**src/rtl/acr_pkg.sv**
```systemverilog
package acr_pkg;

  typedef enum logic [2:0] {
    ST_IDLE,
    ST_START,
    ST_DATA,
    ST_PAR,
    ST_STOP
  } rx_state_e;

  typedef struct packed {
    logic [1:0] len_sel;
    logic       par_off;
    logic       par_even;
  } rx_fmt_t;

  localparam rx_fmt_t FMT_RESET = '{len_sel: 2'b11, par_off: 1'b1, par_even: 1'b0};

endpackage

```
**src/rtl/acr_cfg_reg.sv**
```systemverilog
module acr_cfg_reg
  import acr_pkg::*;
(
  input  logic    clk,
  input  logic    rst,
  input  logic    load,
  input  rx_fmt_t fmt_in,
  output rx_fmt_t fmt_q
);

  // Follows the inputs while load is high; the value of the last
  // loading cycle remains once load drops.
  always_ff @(posedge clk) begin
    if (rst) begin
      fmt_q <= FMT_RESET;
    end else if (load) begin
      fmt_q <= fmt_in;
    end
  end

endmodule

```
**src/rtl/acr_frame.sv**
```systemverilog
module acr_frame
  import acr_pkg::*;
#(
  parameter int OVS  = 16,
  parameter int MID  = 8,
  parameter int WMAX = 8
) (
  input  logic            clk,
  input  logic            rst,
  input  logic            tick,
  input  logic            rx,
  input  rx_fmt_t         fmt,
  output logic            xfer,
  output logic [WMAX-1:0] xfer_data,
  output logic            xfer_pe,
  output logic            xfer_fe
);

  localparam int CW = $clog2(OVS);
  localparam int BW = $clog2(WMAX + 1);
  localparam int WMIN = WMAX - 3;

  rx_state_e       state;
  logic [CW-1:0]   cnt;
  logic [BW-1:0]   bidx;
  logic [BW-1:0]   nbits;
  logic [WMAX-1:0] shreg;
  logic            pbit;
  logic            at_mid;
  logic            at_end;
  logic            ones;

  assign nbits  = BW'(WMIN) + BW'(fmt.len_sel);
  assign at_mid = (cnt == CW'(MID));
  assign at_end = (cnt == CW'(OVS - 1));

  // Bits enter at the top, so after nbits shifts the word sits in the
  // upper end; shift down to right-justify with zero fill.
  assign xfer_data = shreg >> (WMAX - int'(nbits));
  assign ones      = (^shreg) ^ pbit;
  assign xfer_pe   = !fmt.par_off && (ones ^ ~fmt.par_even);
  assign xfer_fe   = !rx;
  assign xfer      = !rst && tick && (state == ST_STOP) && at_mid;

  always_ff @(posedge clk) begin
    if (rst) begin
      state <= ST_IDLE;
      cnt   <= '0;
      bidx  <= '0;
      shreg <= '0;
      pbit  <= 1'b0;
    end else if (tick) begin
      if (state == ST_IDLE) begin
        if (!rx) begin
          state <= ST_START;
          cnt   <= CW'(1);
          bidx  <= '0;
          shreg <= '0;
          pbit  <= 1'b0;
        end
      end else begin
        cnt <= at_end ? '0 : cnt + CW'(1);
        case (state)
          ST_START: begin
            if (at_mid && rx) begin
              state <= ST_IDLE;
            end else if (at_end) begin
              state <= ST_DATA;
            end
          end
          ST_DATA: begin
            if (at_mid) begin
              shreg <= {rx, shreg[WMAX-1:1]};
            end
            if (at_end) begin
              if (bidx == nbits - BW'(1)) begin
                bidx  <= '0;
                state <= fmt.par_off ? ST_STOP : ST_PAR;
              end else begin
                bidx <= bidx + BW'(1);
              end
            end
          end
          ST_PAR: begin
            if (at_mid) begin
              pbit <= rx;
            end
            if (at_end) begin
              state <= ST_STOP;
            end
          end
          ST_STOP: begin
            if (at_mid) begin
              state <= ST_IDLE;
            end
          end
          default: state <= ST_IDLE;
        endcase
      end
    end
  end

endmodule

```
**src/rtl/acr_status.sv**
```systemverilog
module acr_status #(
  parameter int WMAX = 8
) (
  input  logic            clk,
  input  logic            rst,
  input  logic            dr_clr_n,
  input  logic            xfer,
  input  logic [WMAX-1:0] xfer_data,
  input  logic            xfer_pe,
  input  logic            xfer_fe,
  output logic [WMAX-1:0] hold,
  output logic            dr,
  output logic            ovr,
  output logic            fe,
  output logic            pe,
  output logic            pend
);

  logic pend_fe;
  logic pend_pe;

  // Holding register is deliberately outside the reset domain.
  always_ff @(posedge clk) begin
    if (xfer) begin
      hold <= xfer_data;
    end
  end

  always_ff @(posedge clk) begin
    if (rst) begin
      dr      <= 1'b0;
      ovr     <= 1'b0;
      fe      <= 1'b0;
      pe      <= 1'b0;
      pend    <= 1'b0;
      pend_fe <= 1'b0;
      pend_pe <= 1'b0;
    end else begin
      pend <= xfer;
      if (xfer) begin
        ovr     <= dr;
        pend_fe <= xfer_fe;
        pend_pe <= xfer_pe;
      end
      if (pend) begin
        dr <= 1'b1;
        fe <= pend_fe;
        pe <= pend_pe;
      end else if (!dr_clr_n) begin
        dr <= 1'b0;
      end
    end
  end

endmodule

```
**src/rtl/async_char_rx.sv**
```systemverilog
module async_char_rx
  import acr_pkg::*;
#(
  parameter int OVS  = 16,
  parameter int MID  = 8,
  parameter int WMAX = 8
) (
  input  logic            clk,
  input  logic            rst,
  input  logic            tick16,
  input  logic            rx_in,
  input  logic [1:0]      len_sel,
  input  logic            par_off,
  input  logic            par_even,
  input  logic            cfg_load,
  input  logic            dr_clr_n,
  input  logic            data_oe,
  input  logic            flag_oe,
  output logic [WMAX-1:0] rx_data,
  output logic            data_ready,
  output logic            overrun_err,
  output logic            framing_err,
  output logic            parity_err
);

  rx_fmt_t         fmt_in;
  rx_fmt_t         fmt_q;
  logic            xfer;
  logic [WMAX-1:0] xfer_data;
  logic            xfer_pe;
  logic            xfer_fe;
  logic [WMAX-1:0] hold;
  logic            dr_q;
  logic            ovr_q;
  logic            fe_q;
  logic            pe_q;
  logic            pend_q;
  logic [1:0]      cur_len;
  logic            cur_par_off;

  assign fmt_in      = '{len_sel: len_sel, par_off: par_off, par_even: par_even};
  assign cur_len     = fmt_q.len_sel;
  assign cur_par_off = fmt_q.par_off;

  acr_cfg_reg u_cfg (
    .clk    (clk),
    .rst    (rst),
    .load   (cfg_load),
    .fmt_in (fmt_in),
    .fmt_q  (fmt_q)
  );

  acr_frame #(.OVS(OVS), .MID(MID), .WMAX(WMAX)) u_frame (
    .clk       (clk),
    .rst       (rst),
    .tick      (tick16),
    .rx        (rx_in),
    .fmt       (fmt_q),
    .xfer      (xfer),
    .xfer_data (xfer_data),
    .xfer_pe   (xfer_pe),
    .xfer_fe   (xfer_fe)
  );

  acr_status #(.WMAX(WMAX)) u_status (
    .clk       (clk),
    .rst       (rst),
    .dr_clr_n  (dr_clr_n),
    .xfer      (xfer),
    .xfer_data (xfer_data),
    .xfer_pe   (xfer_pe),
    .xfer_fe   (xfer_fe),
    .hold      (hold),
    .dr        (dr_q),
    .ovr       (ovr_q),
    .fe        (fe_q),
    .pe        (pe_q),
    .pend      (pend_q)
  );

  assign rx_data     = data_oe ? hold : '0;
  assign data_ready  = flag_oe & dr_q;
  assign overrun_err = flag_oe & ovr_q;
  assign framing_err = flag_oe & fe_q;
  assign parity_err  = flag_oe & pe_q;

endmodule

```
**config.mk**
```make
export PLATFORM = sky130hd
export DESIGN_NAME = async_char_rx
export DESIGN_NICKNAME = d
export VERILOG_FILES = /design/src/rtl/acr_pkg.sv /design/src/rtl/acr_cfg_reg.sv /design/src/rtl/acr_frame.sv /design/src/rtl/acr_status.sv /design/src/rtl/async_char_rx.sv
export SDC_FILE = /design/constraint.sdc
export NUM_CORES = 1
export LEC_CHECK = 0
export ABC_CLOCK_PERIOD_IN_PS = 2700
export CORE_MARGIN = 2
export CORE_UTILIZATION = 52
export CTS_CLUSTER_SIZE = 25
export DETAILED_ROUTE_END_ITERATION = 8
export GPL_TIMING_DRIVEN = 0
export PLACE_DENSITY = 0.84
export SYNTH_ARGS = -nofsm -noshare
export SYNTH_HDL_FRONTEND = slang
export SYNTH_HIERARCHICAL = 1
export SYNTH_SLANG_ARGS = --single-unit
```
**constraint.sdc**
```tcl
create_clock -name clk -period 2.7 [get_ports clk]
set_clock_uncertainty 0.15 [all_clocks]
set_input_delay 0.675 -clock clk [delete_from_list [all_inputs] [get_ports clk]]
set_output_delay 0.675 -clock clk [all_outputs]
set_load 0.01 [all_outputs]
```
==> results of run 1 <==
## registers in the layout, indices dropped and copies added, names as in the netlist, 3 cells and up
| register | count |
|---|---|
| u_cfg/fmt_q | 4 |
| u_frame/bidx | 4 |
| u_frame/cnt | 4 |
| u_frame/shreg | 8 |
| u_frame/state | 3 |
| u_status/hold | 8 |
## cells in the mapped netlist, drive strengths merged (2+ instances only)
cell	count
nor3b	2
a211o	4
clkbuf	5
a22oi	11
and3	6
nand3b	2
xor2	5
mux2i	8
edfxtp	8
xnor2	10
a21oi	3
nor2b	6
inv	6
nand4	2
dfxtp	31
ha	5
and2	17
mux4	5
buf	6
nor2	29
o21ai	6
a2111oi	2
nor3	3
nand3	3
nand2	6
## path summary, 6_finish.rpt
| kind | start | end | slack [ns] |
|---|---|---|---|
| setup reg to reg | u_cfg/fmt_q[2] | u_frame/state[2] | 0.54 |
| setup / recovery | data_oe | rx_data[5] | 0.22 |
| hold / removal | u_status/fe | u_status/fe | 0.34 |
| hold reg to reg | u_status/fe | u_status/fe | 0.34 |
## kinds of logic after synthesis
family | count (synthesis)
buf+inv | 17
compound gates | 38
mux | 14
simple gates | 82
flops | 39
xor+xnor | 15
fa+ha+maj | 5
## metrics by stage
step	util, %	area [µm²]	setup TNS [ns]
global route	63.6	2510	0
detailed placement	60.4	2380	-2.40
finish	63.6	2510	0
CTS	63.3	2500	0
global placement	60.4	2380	-1.98
floorplan	-	2100	0
## power groups by stage
| stage | clock (mW) | sequential [mW] | combinational [mW] |
|---|---|---|---|
| after global routing | 0.530 | 0.663 | 0.438 |
| after detailed placement | 0 | 0.670 | 0.394 |
| after global placement | 0 | 0.668 | 0.379 |
| final | 0.494 | 0.657 | 0.394 |
| after CTS | 0.509 | 0.657 | 0.394 |
| after floorplan | 0 | 0.660 | 0.303 |
## critical path: stages
cell                              delay (ns)
sky130_fd_sc_hd__dlygate4sd2_1          0.29
sky130_fd_sc_hd__and2_1                 0.16
sky130_fd_sc_hd__clkdlybuf4s50_1        0.54
## repair_timing
action,4_1_cts,5_1_grt
cloned,0,0
resized for setup,1,5
endpoints found under the setup margin,8,7
## cell type report
type	count	area, µm²	share of cell area (%)
repair buffers	22	229	9.13
clock inverters	2	35.0	1.40
inverters	6	22.5	0.898
clock buffers	6	82.6	3.29
well taps	50	62.6	2.49
multi-input cells	154	1150	45.9
plain buffers	11	63.8	2.54
flip-flops and latches	39	861	34.3
## metal layers
| metal | vias up | track usage (%) | share of wire, % |
|---|---|---|---|
| met3 | 4 | 4.50 | 4.6 |
| met2 | 31 | 31.9 | 50 |
| met4 | 0 | 5.61 | 0.77 |
| li1 | 809 | - | - |
| met1 | 778 | 23.6 | 44 |
| met5 | - | 0 | 0 |
==> results_dict.tcl, run 1 <==
set metrics [dict create \
    layout.cells.most_common_list "sky130_fd_sc_hd__dfxtp_1, sky130_fd_sc_hd__nor2_1, sky130_fd_sc_hd__and2_1, sky130_fd_sc_hd__clkdlybuf4s50_1, sky130_fd_sc_hd__a22oi_1" \
    max_slew_margin_pct 62.5 \
    yosys.area_share.xor_xnor_pct 6.62 \
    asyncSetResetFlopFracSynth_pct 0 \
    total_power_mw 1.55 \
    clock_tree.htree_level_count 2 \
    clock_path_buffers 2 \
    hold_viol_final 0 \
    outcome "finished clean" \
    post_synth_fa_ha_maj_area_fraction_pct 2.98 \
    pwr-share-seq_pct 42.5 \
    final.setup.worst_slack_ns 0.221 \
    antenna-diode-count 0 \
    wl_per_cell_um 13.4 \
    drv_cap 0 \
    muxShareOfSynthArea_pct 9.72 \
    timing.final.crit_share_pct 91.8 \
    clock_power_share_pct 32.0 \
    rsz_0062_raised_after_global_routing "false" \
    synthDominantCellAreaShare_pct 29.6 \
    synth_top_flop_cell "sky130_fd_sc_hd__dfxtp_1" \
    core_area_um2 3940 \
    grt_start_max_net_pins 13 \
    start_kind "primary input" \
    detail_route.vias_per_cell 5.59 \
    yosys.area_share.simple_pct 20.8 \
    synth_seq_area_share_pct 41.0 \
    port-buffer-count 22 \
    max-vdd-ir-drop_uv 371 \
    hold-worst-slack_ns 0.342 \
    syn_nets 227 \
    worstSetupPathType "primary input to primary output" \
    critPathArrivalTime_ns 1.65 \
    netSwitchingFraction_pct 29.2 \
    power_leakage_nw 1.00 \
    worstHoldPathCells 2 \
    first_global_vias 1466 \
    pwr_per_cell_area_nw_per_um2 616 \
    grt_first_pass_wirelength_um 6500 \
    die-height_um 67.5 \
    die_span_in_x_um 67.5 \
    clk_transition_reported_paths_ns 0.07 \
    syn-mean-instance-area_um2 9.99 \
    drc 0 \
    std_cell_rows 23 \
    tritoncts "done" \
    min-delay-path-class "flop to flop" \
    clock_buffers_created_by_tritoncts 5 \
    clock-root-buffer "sky130_fd_sc_hd__clkbuf_8" \
    first_iter_violations 77 \
    placedCellCount 282 \
    drt_wl_total_um 3890 \
    power.combinational.fraction_pct 25.5 \
    internal-power_mw 1.09 \
    ys_top_cells_by_area "sky130_fd_sc_hd__dfxtp_1, sky130_fd_sc_hd__edfxtp_1, sky130_fd_sc_hd__mux4_2" \
    yosys_warnings 6 \
    timing.critical_path.fanout_max 8 \
    synth.distinct_cells 51 \
    max_freq_mhz 403 \
    vias 1622 \
    worst-r2r-cell-count 7 \
    final.fill_count 330 \
    synth_cells 210 \
    design.die.area_um2 4560 \
    synth_compound_area_share_pct 14.8 \
    worst_pin_slew_ns 0.558 \
    ys_ff_latch 39 \
    report.final.setup_viol 0 \
    layout-drive-gt1-share_pct 11.7 \
    drtPass1Iterations 4 \
    synthDominantAreaCellType "sky130_fd_sc_hd__dfxtp_1" \
    worst-endpoint-required_ns 1.88 \
    hold_buffers 0 \
    end_kind "primary output" \
    initial_cell_density_of_the_core_pct 53.2 \
    clock_period_minus_final_worst_setup_slack_ns 2.48 \
    total_congestion_overflow 0 \
    layout.cells.most_common "sky130_fd_sc_hd__dfxtp_1" \
    synth_top_family_by_area "simple AND/OR/NAND/NOR gates" \
    antenna_left 0 \
    number_of_nets_in_the_final_layout 256 \
    syn_area_um2 2100 \
    timing_max_transition_violations_final 0 \
    hpwl_um 2790 \
    clk_latency_ns 0.29 \
    area_delta_synth_final_pct 19.6 \
    antenna_found_initial 0 \
    power_switching_mw 0.451 \
    gp_congestion 0.781 \
    cts_num_sinks 39 \
    top_level_ports 24 \
    grt_use_total_pct 18.8 \
    post_route_non_filler_standard_cell_count 290 \
    synth_enable_flop_cells 8 \
    post-cts-setup-buffers 0 \
    dpl_worst_slack_ns -0.231 \
]
No activity file was read; power rests on OpenSTA's default activity.
==> inputs of run 2 (changes only) <==
Settings changed: SETUP_SLACK_MARGIN set to 0.02.
==> results_dict.tcl, run 2 (synthesized netlist as in run 1, its figures left out) <==
set metrics [dict create \
    layout.cells.most_common_list "sky130_fd_sc_hd__dfxtp_1, sky130_fd_sc_hd__nor2_1, sky130_fd_sc_hd__and2_1, sky130_fd_sc_hd__clkdlybuf4s50_1, sky130_fd_sc_hd__a22oi_1" \
    grt_first_pass_wirelength_um 6530 \
    path_cells "dlygate4sd2_1 -> and2_1 -> clkdlybuf4s50_1" \
    total_congestion_overflow 0 \
    core_area_um2 3940 \
    crit_slowest_cell "sky130_fd_sc_hd__clkdlybuf4s50_1" \
    max-vdd-ir-drop_uv 372 \
    max_freq_mhz 403 \
    worst_pin_slew_ns 0.550 \
    antenna_left 0 \
    clock_tree.htree_level_count 2 \
    min_from "u_status/fe" \
    number_of_nets_in_the_final_layout 256 \
    wl_per_cell_um 13.3 \
    area_delta_synth_final_pct 18.8 \
    tritoncts "done" \
    vias 1626 \
    design.die.area_um2 4560 \
    drtPass1Iterations 4 \
    clock-root-buffer "sky130_fd_sc_hd__clkbuf_8" \
    min-delay-path-class "flop to flop" \
    drc 0 \
    grt_start_max_net_pins 13 \
    pwr_per_cell_area_nw_per_um2 619 \
    final_core_utilization_pct 63.2 \
    layout-drive-gt1-share_pct 11.7 \
    timing_max_transition_violations_final 0 \
    drt_wl_total_um 3860 \
    crit_start "data_oe" \
    start_kind "primary input" \
    hpwl_um 2790 \
    hold_viol_final 0 \
    cell_class_contributing_the_biggest_share_of_worst_path_delay "buffers and inverters" \
    worstSetupPathType "primary input to primary output" \
    clk_latency_ns 0.29 \
    rr_startpoint "u_cfg/fmt_q[2]" \
    antenna_found_initial 0 \
    hold_buffers 0 \
    critPathArrivalTime_ns 1.65 \
    gp_congestion 0.781 \
    outcome "finished clean" \
    cp.buffers_inverters 2 \
    port-buffer-count 22 \
    rsz_0062_raised_after_global_routing "false" \
    clock_path_buffers 2 \
    power_leakage_nw 0.946 \
    grt_use_total_pct 18.9 \
    die_span_in_x_um 67.5 \
    top_level_ports 24 \
    final.fill_count 332 \
    detail_route.vias_per_cell 5.61 \
    worst-endpoint-required_ns 1.88 \
    antenna-diode-count 0 \
    clock_buffers_created_by_tritoncts 5 \
    cts_num_sinks 39 \
    first_global_vias 1478 \
    drv_cap 0 \
    post_route_non_filler_standard_cell_count 290 \
    timing.critical_path.fanout_max 8 \
    clock_period_minus_final_worst_setup_slack_ns 2.48 \
    largestRegisters "u_frame/shreg x8, u_status/hold x8" \
    clk_transition_reported_paths_ns 0.07 \
    std_cell_rows 23 \
    max_slew_margin_pct 63.1 \
    placedCellCount 282 \
    initial_cell_density_of_the_core_pct 53.2 \
    report.final.setup_viol 0 \
    end_kind "primary output" \
    post-cts-setup-buffers 0 \
    die-height_um 67.5 \
    first_iter_violations 80 \
    timing.final.crit_share_pct 91.8 \
    max_stage_delay_ns 0.54 \
    layout.cells.most_common "sky130_fd_sc_hd__dfxtp_1" \
]
==> run 2: cell count changes in the layout (fill, tap and decap cells not counted) <==
cell | before | now
sky130_fd_sc_hd__dlygate4sd2_1 | 1 | 5
sky130_fd_sc_hd__dlymetal6s2s_1 | 4 | 0
==> run 2: worst paths after layout <==
path	endpoint	slack, ns	depth (start not counted)
worst max-delay path	rx_data[5]	0.22	3
worst min-delay path	u_status/fe	0.34	2
worst max register to register	u_frame/state[1]	0.55	7
worst min register to register	u_status/fe	0.34	2
==> run 2: final cells by class <==
type                    instances  area [µm²]  share of cell area [%]
flip-flops and latches         39         861                    34.5
well taps                      50        62.6                    2.51
clock inverters                 2        35.0                    1.40
plain buffers                  11        63.8                    2.56
inverters                       6        22.5                   0.903
multi-input cells             154        1150                    46.2
clock buffers                   6        82.6                    3.31
repair buffers                 22         214                    8.58
==> run 2: where the power goes <==
group	leakage, nW	switching (mW)	internal (mW)	total, mW
clock network	0.0612	0.193	0.299	0.492
registers	0.326	0.0339	0.623	0.657
logic	0.559	0.223	0.173	0.395
==> run 2: repair_timing <==
action	in CTS	in global routing
gates resized for setup	5	1
setup endpoints to repair	12	3
endpoints found under the hold margin	0	0
==> run 2: worst reg2reg max path: stages, from the launching register on <==
cell,delay [ns]
sky130_fd_sc_hd__dfxtp_1,0.34
sky130_fd_sc_hd__ha_1,0.28
sky130_fd_sc_hd__buf_4,0.18
sky130_fd_sc_hd__xor2_1,0.18
sky130_fd_sc_hd__and3_1,0.17
sky130_fd_sc_hd__o2111ai_1,0.21
sky130_fd_sc_hd__and4_1,0.27
sky130_fd_sc_hd__a311o_1,0.26
==> run 2: metrics by stage <==
stage | power (mW) | setup WS (ns) | area, µm² | hold WS [ns] | setup TNS (ns)
after detailed placement | 1.06 | -0.231 | 2380 | 0.335 | -2.40
after global placement | 1.05 | -0.194 | 2380 | 0.319 | -1.98
after floorplan | 0.962 | 0.611 | 2100 | 0.302 | 0
after global routing | 1.63 | 0.118 | 2490 | 0.370 | 0
after CTS | 1.56 | 0.0633 | 2490 | 0.353 | 0
final | 1.54 | 0.221 | 2490 | 0.343 | 0
==> run 2: metal layers <==
| metal | wire length, µm | vias up | global-route usage, % |
|---|---|---|---|
| met2 | 1980 | 33 | 32.1 |
| met1 | 1710 | 781 | 23.6 |
| met5 | 0 | - | 0 |
| met4 | 0 | 0 | 5.61 |
| li1 | - | 812 | - |
| met3 | 171 | 0 | 4.50 |
==> inputs of run 3 (changes only) <==
Settings changed: CAP_MARGIN set to 40.
==> results of run 3 <==
The final DEF is identical to that of run 2; final timing and power are the same.
